## src/rtl/ebus_arb_pkg.sv

```systemverilog
`timescale 1ns/1ps
package ebus_arb_pkg;

   // Selects how the shared bus multiplexer is built.
   typedef enum logic [0:0] {
      MUX_ANDOR   = 1'b0,   // masked OR of every port slice
      MUX_INDEXED = 1'b1    // one-hot to index, then part-select
   } ebus_mux_e;

   // Width of a port index, at least one bit.
   function automatic int unsigned port_idx_w(input int unsigned n);
      return (n < 2) ? 1 : $clog2(n);
   endfunction

endpackage

```

## src/rtl/ebus_prio_pick.sv

```systemverilog
`timescale 1ns/1ps
// Fixed-priority picker: lowest index wins. It also reports, for every
// port, whether some higher-priority (lower index) port is requesting.
module ebus_prio_pick #(
   parameter int unsigned NUM_PORTS = 3
) (
   input  logic [NUM_PORTS-1:0] req_i,
   output logic [NUM_PORTS-1:0] win_o,
   output logic [NUM_PORTS-1:0] above_o
);

   // seen[i] is high when any port below index i is requesting
   logic [NUM_PORTS-1:0] seen;

   assign seen[0] = 1'b0;

   generate
      for (genvar i = 1; i < NUM_PORTS; i++) begin : g_seen
         assign seen[i] = seen[i-1] | req_i[i-1];
      end
      for (genvar i = 0; i < NUM_PORTS; i++) begin : g_win
         assign win_o[i]   = req_i[i] & ~seen[i];
         assign above_o[i] = seen[i];
      end
   endgenerate

endmodule

```

## src/rtl/ebus_grant_ctrl.sv

```systemverilog
`timescale 1ns/1ps
// Holds the current owner and the registered backoff request.
module ebus_grant_ctrl #(
   parameter int unsigned NUM_PORTS = 3
) (
   input  logic                 clk_i,
   input  logic                 rst_ni,
   input  logic [NUM_PORTS-1:0] req_i,
   input  logic [NUM_PORTS-1:0] win_i,
   input  logic [NUM_PORTS-1:0] above_i,
   output logic [NUM_PORTS-1:0] gnt_o,
   output logic [NUM_PORTS-1:0] bo_o
);

   logic [NUM_PORTS-1:0] gnt_q, gnt_d;
   logic [NUM_PORTS-1:0] bo_q, bo_d;
   logic                 owner_keeps;

   always_comb begin
      // the owner keeps the bus as long as its request stays high
      owner_keeps = |(gnt_q & req_i);
      gnt_d       = owner_keeps ? gnt_q : win_i;
      // a freshly picked winner never has a higher requester, so this
      // only fires for an owner that is being preempted
      bo_d        = gnt_d & above_i;
   end

   always_ff @(posedge clk_i or negedge rst_ni) begin
      if (!rst_ni) begin
         gnt_q <= '0;
         bo_q  <= '0;
      end else begin
         gnt_q <= gnt_d;
         bo_q  <= bo_d;
      end
   end

   assign gnt_o = gnt_q;
   assign bo_o  = bo_q;

   // ---------------------------------------------------------------
   // Assertions
   // ---------------------------------------------------------------
   p_one_owner_r2: assert property (@(posedge clk_i) disable iff (!rst_ni)
      $onehot0(gnt_o));

   p_idle_grant_r2: assert property (@(posedge clk_i) disable iff (!rst_ni)
      (gnt_o == '0 && req_i != '0) |=> (gnt_o != '0));

   p_top_prio_r3: assert property (@(posedge clk_i) disable iff (!rst_ni)
      (gnt_o == '0 && req_i[0]) |=> gnt_o[0]);

   p_top_no_bo_r7: assert property (@(posedge clk_i) disable iff (!rst_ni)
      !bo_o[0]);

   generate
      for (genvar i = 0; i < NUM_PORTS; i++) begin : g_chk
         localparam logic [NUM_PORTS-1:0] HIGHER =
            NUM_PORTS'((64'd1 << i) - 64'd1);

         p_hold_r4: assert property (@(posedge clk_i) disable iff (!rst_ni)
            (gnt_o[i] && req_i[i]) |=> gnt_o[i]);

         p_release_r5: assert property (@(posedge clk_i) disable iff (!rst_ni)
            (gnt_o[i] && !req_i[i]) |=> !gnt_o[i]);

         p_bo_raise_r6: assert property (@(posedge clk_i) disable iff (!rst_ni)
            (gnt_o[i] && req_i[i] && |(req_i & HIGHER)) |=> bo_o[i]);

         p_bo_clear_r6: assert property (@(posedge clk_i) disable iff (!rst_ni)
            (gnt_o[i] && !req_i[i]) |=> !bo_o[i]);

         p_bo_owner_r6: assert property (@(posedge clk_i) disable iff (!rst_ni)
            (!gnt_o[i] && !req_i[i]) |=> !bo_o[i]);
      end
   endgenerate

endmodule

```

## src/rtl/ebus_bus_mux.sv

```systemverilog
`timescale 1ns/1ps
// Routes the granted port's address, data and enable to the shared pins.
module ebus_bus_mux #(
   parameter int unsigned           NUM_PORTS = 3,
   parameter int unsigned           ADDR_W    = 24,
   parameter int unsigned           DATA_W    = 32,
   parameter int unsigned           DEN_W     = 4,
   parameter ebus_arb_pkg::ebus_mux_e MUX_KIND = ebus_arb_pkg::MUX_ANDOR
) (
   input  logic                        clk_i,
   input  logic                        rst_ni,
   input  logic [NUM_PORTS-1:0]        gnt_i,
   input  logic [NUM_PORTS*ADDR_W-1:0] addr_i,
   input  logic [NUM_PORTS*DATA_W-1:0] wdata_i,
   input  logic [NUM_PORTS*DEN_W-1:0]  den_i,
   output logic [ADDR_W-1:0]           addr_o,
   output logic [DATA_W-1:0]           wdata_o,
   output logic [DEN_W-1:0]            den_o
);

   localparam int unsigned IDX_W = ebus_arb_pkg::port_idx_w(NUM_PORTS);

   generate
      if (MUX_KIND == ebus_arb_pkg::MUX_ANDOR) begin : g_andor
         always_comb begin
            addr_o  = '0;
            wdata_o = '0;
            den_o   = '0;
            for (int i = 0; i < NUM_PORTS; i++) begin
               addr_o  = addr_o  | (addr_i[i*ADDR_W +: ADDR_W]  & {ADDR_W{gnt_i[i]}});
               wdata_o = wdata_o | (wdata_i[i*DATA_W +: DATA_W] & {DATA_W{gnt_i[i]}});
               den_o   = den_o   | (den_i[i*DEN_W +: DEN_W]     & {DEN_W{gnt_i[i]}});
            end
         end
      end else begin : g_indexed
         logic [IDX_W-1:0] sel;
         logic             any;
         always_comb begin
            sel = '0;
            for (int i = 0; i < NUM_PORTS; i++) begin
               if (gnt_i[i]) sel = IDX_W'(i);
            end
            any = |gnt_i;
         end
         always_comb begin
            addr_o  = any ? addr_i[sel*ADDR_W +: ADDR_W]  : '0;
            wdata_o = any ? wdata_i[sel*DATA_W +: DATA_W] : '0;
            den_o   = any ? den_i[sel*DEN_W +: DEN_W]     : '0;
         end
      end
   endgenerate

   // ---------------------------------------------------------------
   // Assertions
   // ---------------------------------------------------------------
   p_idle_bus_r9: assert property (@(posedge clk_i) disable iff (!rst_ni)
      (gnt_i == '0) |-> (den_o == '0 && addr_o == '0 && wdata_o == '0));

   generate
      for (genvar i = 0; i < NUM_PORTS; i++) begin : g_follow
         p_follow_r8: assert property (@(posedge clk_i) disable iff (!rst_ni)
            gnt_i[i] |-> (addr_o  == addr_i[i*ADDR_W +: ADDR_W] &&
                          wdata_o == wdata_i[i*DATA_W +: DATA_W] &&
                          den_o   == den_i[i*DEN_W +: DEN_W]));
      end
   endgenerate

endmodule

```

## src/rtl/ebus_arbiter.sv

```systemverilog
`timescale 1ns/1ps
// Fixed-priority shared external bus arbiter with backoff signalling.
module ebus_arbiter #(
   parameter int unsigned             NUM_PORTS = 3,
   parameter int unsigned             ADDR_W    = 24,
   parameter int unsigned             DATA_W    = 32,
   parameter int unsigned             DEN_W     = 4,
   parameter ebus_arb_pkg::ebus_mux_e MUX_KIND  = ebus_arb_pkg::MUX_ANDOR
) (
   input  logic                        clk_i,
   input  logic                        rst_ni,
   input  logic [NUM_PORTS-1:0]        req_i,
   output logic [NUM_PORTS-1:0]        gnt_o,
   output logic [NUM_PORTS-1:0]        backoff_o,
   input  logic [NUM_PORTS*ADDR_W-1:0] port_addr_i,
   input  logic [NUM_PORTS*DATA_W-1:0] port_wdata_i,
   input  logic [NUM_PORTS*DEN_W-1:0]  port_den_i,
   output logic [ADDR_W-1:0]           ext_addr_o,
   output logic [DATA_W-1:0]           ext_wdata_o,
   output logic [DEN_W-1:0]            ext_den_o
);

   // elaboration-time parameter checks
   generate
      if (NUM_PORTS < 2 || NUM_PORTS > 64) begin : g_bad_ports
         $error("ebus_arbiter: NUM_PORTS must be within 2..64");
      end
      if (ADDR_W < 1 || DATA_W < 1 || DEN_W < 1) begin : g_bad_width
         $error("ebus_arbiter: bus widths must be at least 1");
      end
   endgenerate

   logic [NUM_PORTS-1:0] win;
   logic [NUM_PORTS-1:0] above;
   logic [NUM_PORTS-1:0] gnt;
   logic [NUM_PORTS-1:0] bo;

   ebus_prio_pick #(
      .NUM_PORTS (NUM_PORTS)
   ) u_pick (
      .req_i   (req_i),
      .win_o   (win),
      .above_o (above)
   );

   ebus_grant_ctrl #(
      .NUM_PORTS (NUM_PORTS)
   ) u_ctrl (
      .clk_i   (clk_i),
      .rst_ni  (rst_ni),
      .req_i   (req_i),
      .win_i   (win),
      .above_i (above),
      .gnt_o   (gnt),
      .bo_o    (bo)
   );

   ebus_bus_mux #(
      .NUM_PORTS (NUM_PORTS),
      .ADDR_W    (ADDR_W),
      .DATA_W    (DATA_W),
      .DEN_W     (DEN_W),
      .MUX_KIND  (MUX_KIND)
   ) u_mux (
      .clk_i   (clk_i),
      .rst_ni  (rst_ni),
      .gnt_i   (gnt),
      .addr_i  (port_addr_i),
      .wdata_i (port_wdata_i),
      .den_i   (port_den_i),
      .addr_o  (ext_addr_o),
      .wdata_o (ext_wdata_o),
      .den_o   (ext_den_o)
   );

   assign gnt_o     = gnt;
   assign backoff_o = bo;

endmodule

```

## config.mk

```make
export PLATFORM = sky130hd
export DESIGN_NAME = ebus_arbiter
export DESIGN_NICKNAME = d
export VERILOG_FILES = /design/src/rtl/ebus_arb_pkg.sv /design/src/rtl/ebus_prio_pick.sv /design/src/rtl/ebus_grant_ctrl.sv /design/src/rtl/ebus_bus_mux.sv /design/src/rtl/ebus_arbiter.sv
export SDC_FILE = /design/constraint.sdc
export NUM_CORES = 1
export LEC_CHECK = 0
export ABC_AREA = 1
export BUFFER_PORTS_ARGS = -buffer_cell sky130_fd_sc_hd__buf_2
export CORE_AREA = 5 5 95 97
export CTS_BUF_LIST = sky130_fd_sc_hd__clkbuf_4
export CTS_CLUSTER_SIZE = 16
export DETAILED_ROUTE_END_ITERATION = 12
export DIE_AREA = 0 0 100 102
export PLACE_DENSITY = 0.62
export SLEW_MARGIN = 10
export SYNTH_ARGS = -nofsm -noshare
export SYNTH_HDL_FRONTEND = slang
export SYNTH_HIERARCHICAL = 1
export SYNTH_SLANG_ARGS = --single-unit
```

## constraint.sdc

```tcl
create_clock -name clk_i -period 1.6 [get_ports clk_i]
set_input_delay 0.48 -clock clk_i [delete_from_list [all_inputs] [get_ports clk_i]]
set_output_delay 0.48 -clock clk_i [all_outputs]
set_load 0.005 [all_outputs]
```

Yosys cells after proc, flatten, opt, wreduce, memory -nomap -nowiden:

Cells that the tools add are included.
W data, S select, Z words.

* register bits after elaboration: 6
* input port bits: 185
* output and inout bits: 66
* word-level logic and storage cells: 26

* multiplexer cells: 1
* bitwise gates (word level): 22
* reduce and logical (&&, ||, !) cells: 1

Operators with widths (number)
* $and A32 B32 Y32: 3
* $and A24 B24 Y24: 3
* $or A32 B32 Y32: 2
* $or A24 B24 Y24: 2
* $and A4 B4 Y4: 3
* $or A4 B4 Y4: 2
* $and A3 B3 Y3: 2
* $mux W3: 1
* $reduce_or A3 Y1: 1
* $and A1 B1 Y1: 2
* $not A1 Y1: 2
* $or A1 B1 Y1: 1

Depth between registers and ports, before layout:

* depth in word-level cells: 5
* mapped depth: 7
* depth with buffers taken out: 7

By module:

Netlist, hierarchy kept.

By module, submodules not included
* ebus_bus_mux: instances 1, cells an instance 261, area each 1515.2 um^2, seq. area each 0.0 um^2
* ebus_grant_ctrl: instances 1, cells an instance 34, area each 284.0 um^2, seq. area each 150.1 um^2
* ebus_prio_pick: instances 1, cells an instance 10, area each 53.8 um^2, seq. area each 0.0 um^2

Least setup slack after synthesis:

Ideal clock, no wire load.

* kind: flip-flop to output port
* start point: reg u_ctrl.gnt_q[1] (netlist: u_ctrl/gnt_o[1])
* end point: out ext_addr_o[21]
* data arrival time: 0.821 ns
* data required time: 1.120 ns
* setup slack: 0.299 ns
* stages on the path, launching flop included: 5
* path buffers: 2
* path through: dfrtp_1 -> buf_6 -> buf_6 -> nand2_1 -> nand3_2

* longest elaborated chain between the ends: 3

Ends and longest elaborated chain
* from (decl): RTL line ebus_grant_ctrl.sv:15 `logic [NUM_PORTS-1:0] gnt_q, gnt_d;`
* from (signal assigned): RTL line ebus_grant_ctrl.sv:33 `gnt_q <= gnt_d;`
* $and A24 B24 Y24: RTL line ebus_bus_mux.sv:30 `addr_o = addr_o | (addr_i[i*ADDR_W +: ADDR_W] & {ADDR_W{gnt_i[i]}});`
* $or A24 B24 Y24 (2 in series): RTL line ebus_bus_mux.sv:30
* to (decl): RTL line ebus_arbiter.sv:18 `output logic [ADDR_W-1:0] ext_addr_o,`

Every way passes these cells.

Worst setup path in the final report:

* start point: reg u_ctrl.gnt_q[1] (netlist: u_ctrl/gnt_o[1])
* end point: out ext_wdata_o[15]

* longest elaborated chain between the ends: 3

Ends and longest elaborated chain
* $and A32 B32 Y32: RTL line ebus_bus_mux.sv:31 `wdata_o = wdata_o | (wdata_i[i*DATA_W +: DATA_W] & {DATA_W{gnt_i[i]}});`
* $or A32 B32 Y32 (2 in series): RTL line ebus_bus_mux.sv:31
* to (decl): RTL line ebus_arbiter.sv:19 `output logic [DATA_W-1:0] ext_wdata_o,`

Every way passes these cells.

==> reports/metrics.yaml <==
cells_and_area:
  register_area_um2: 154
  antenna_cells: 0
  fillers: 890
  syn_to_final_growth_pct: 70.2
  multiInputGateArea_mm2: 0.00140
  nets: 727
  drive_above_1_share_pct: 62.7
cts:
  post_cts_buffers: 0
  clock_path_buffers: 2
  cts.htree.levels: 1
  cts_tree: "yes"
  cts-root-buf: "clkbuf_4"
  hold_buffers: 0
  clkSlewWorstSetupHoldPaths_ns: 0.05
  clkSinkCount: 6
  clk_latency_ns: 0.25
  numCtsBuffers: 3
hold_path:
  min_path_type: "input pin to asynchronous set/reset pin"
drt:
  detail-route-antenna-nets: 0
  drtPass1Iterations: 4
  num_vias: 2841
  routed_wl_um: 8880
  wire_per_inst_um: 13.8
  viasPerCell: 4.40
  drt_iter0_drc: 84
  drcViolationCount: 0
worst_setup_path:
  endpoint: "ext_wdata_o[15]"
  cp-start-kind: "flip-flop"
  reg2reg_depth: 6
  worstSetupStartpoint: "u_ctrl/gnt_o[1]"
  rr_endpoint: "u_ctrl/bo_o[2]"
  critPathMaxFanout: 32
  critical_path_class: "flip-flop to output port"
  r2r-start: "u_ctrl/gnt_o[1]"
  critPathRequiredTime_ns: 1.12
  critPathArrivalTime_ns: 1.20
  crit_path_end_kind: "output port"
  rrSetupSlack_ns: 0.43
power:
  p_clk_share_pct: 4.1
  p_seq_share_pct: 7.3
  peakVddDrop_v: 0.000655
  power_frac_comb_pct: 88.7
  p_per_area_mw_per_mm2: 1330
  p_int_w: 0.00196
  sw_frac_of_total_pct: 53.2
  p_switching_w: 0.00224
  finalPower_w: 0.00420
  leakagePower_nw: 2.00
floorplan:
  die_w_um: 100
  die_area_mm2: 0.0102
  die_h_um: 102
  start_util_pct: 23.0
  coreArea_mm2: 0.00805
  row_count: 33
  io_pins: 251
timing:
  rsz0062_at_grt: "yes"
  final.period_utilization_pct: 105
  layout_setup_ws_ns: -0.0846
  hold_ws_ns: 0.0587
  slew_viol_final: 0
  setup_viol: 60
  hold_viol: 0
  max_freq_mhz: 594
  clock_skew_ns: 0.00514
  period_needed_ns: 1.68
placed_design:
  port_buffers: 250
  dp_hpwl_um: 6900
  gp_congestion: 0.885
  pre_cts_slack_ns: 0.137
synth:
  yosysWarnings: 6
  synthCells: 305
  netlist_area_mm2: 0.00185
  postSynthAreaPerCell_um2: 6.08
  yosysSeqAreaShare_pct: 8.10
  ys_types: 12
  synth_nets: 490
  ys_seq_elements: 6
grt:
  grt_pass1_wl_um: 13200
  grtUsageTotal_pct: 15.8
  grt_overflow: 0
  grt_pass1_vias: 2868
  antenna_found_initial: 0
  grt_max_degree: 36
flow_run:
  drv_cap: 0
status:
  violations: "setup timing"
  status: "finished, violations left"
## sequential cells by signal (all words and copies together) (netlist names)
signal	flops
u_ctrl/bo_o	3
u_ctrl/gnt_o	3
## worst min path at each step
| stage | start | end | slack, ns |
|---|---|---|---|
| 2_1_floorplan | rst_ni | u_ctrl/bo_o[0] | 0.18 |
| 3_3_place_gp | rst_ni | u_ctrl/bo_o[2] | 0.31 |
| 3_5_place_dp | rst_ni | u_ctrl/bo_o[2] | 0.32 |
| 4_1_cts | rst_ni | u_ctrl/bo_o[1] | 0.06 |
| 5_1_grt | rst_ni | u_ctrl/bo_o[1] | 0.06 |
| 6_report | rst_ni | u_ctrl/bo_o[1] | 0.06 |
## synthesized netlist by cell type
| library cell | number | area, um^2 |
|---|---|---|
| inv_2 | 1 | 3.75 |
| nand2_2 | 5 | 31.3 |
| dfrtp_1 | 6 | 150 |
| inv_1 | 14 | 52.6 |
| nand2_1 | 185 | 694 |
| conb_1 | 1 | 3.75 |
| buf_4 | 3 | 22.5 |
| nor2_2 | 4 | 25.0 |
| nand3_2 | 61 | 611 |
| buf_6 | 21 | 236 |
| nand4_1 | 3 | 18.8 |
| nor2_1 | 1 | 3.75 |
## critical path, cell delays in order (launching register included)
cell     delay [ns]
dfrtp_2        0.45
buf_12         0.19
nand2_1        0.09
nand3_2        0.09
buf_2          0.13
## layout make-up
cell class                      count  share of cell area [%]
Multi-Input combinational cell    260                    44.4
Tap cell                          105                    4.17
Clock buffer                        4                   0.952
Sequential cell                     6                    4.88
Inverter                           15                    1.79
Timing Repair Buffer              256                    43.8
## metal layers
metal	vias up	wire length [um]	track usage, %
li1	1415	-	-
met1	1267	3200	17.5
met5	-	0	0
met4	0	187	4.56
met3	12	913	3.41
met2	147	4590	30.1
## power groups by stage
stage,combinational [W],clock [W],sequential [W]
floorplan,0.00249,0,0.000283
global placement,0.00348,0,0.000270
detailed placement,0.00352,0,0.000271
CTS,0.00380,0.000179,0.000309
global route,0.00416,0.000186,0.000317
finish,0.00372,0.000170,0.000305
## layout by cell type (no fill, tap or decap), drive strengths merged
master    n
buf     256
nand2   190
nand3    61
inv      15
dfrtp     6
nor2      5
clkbuf    4
nand4     3
conb      1
## per-stage QoR
stage | cells | util [%] | area, um^2 | setup TNS (ns)
after CTS | 646 | 39.1 | 3150 | -3.78
final | 646 | 39.2 | 3150 | -2.92
after floorplan | 305 | - | 1850 | 0
after global routing | 646 | 39.2 | 3150 | -6.22
after global placement | 640 | 37.9 | 3050 | 0
after detailed placement | 640 | 37.9 | 3050 | 0
## cells by family (layout without fill, tap and decap cells)
group                  count (synthesis)  after routing  share of synthesized area, %
other                                  1              1                         0.202
buffers and inverters                 39            275                          17.0
and+or+nand+nor                      259            259                          74.7
DFF                                    6              6                          8.10
## repair_timing
item	in CTS	in global routing
setup endpoints to repair	61	60
resized for setup	7	2
cloned	2	0
(Power assumes the default switching activity.)
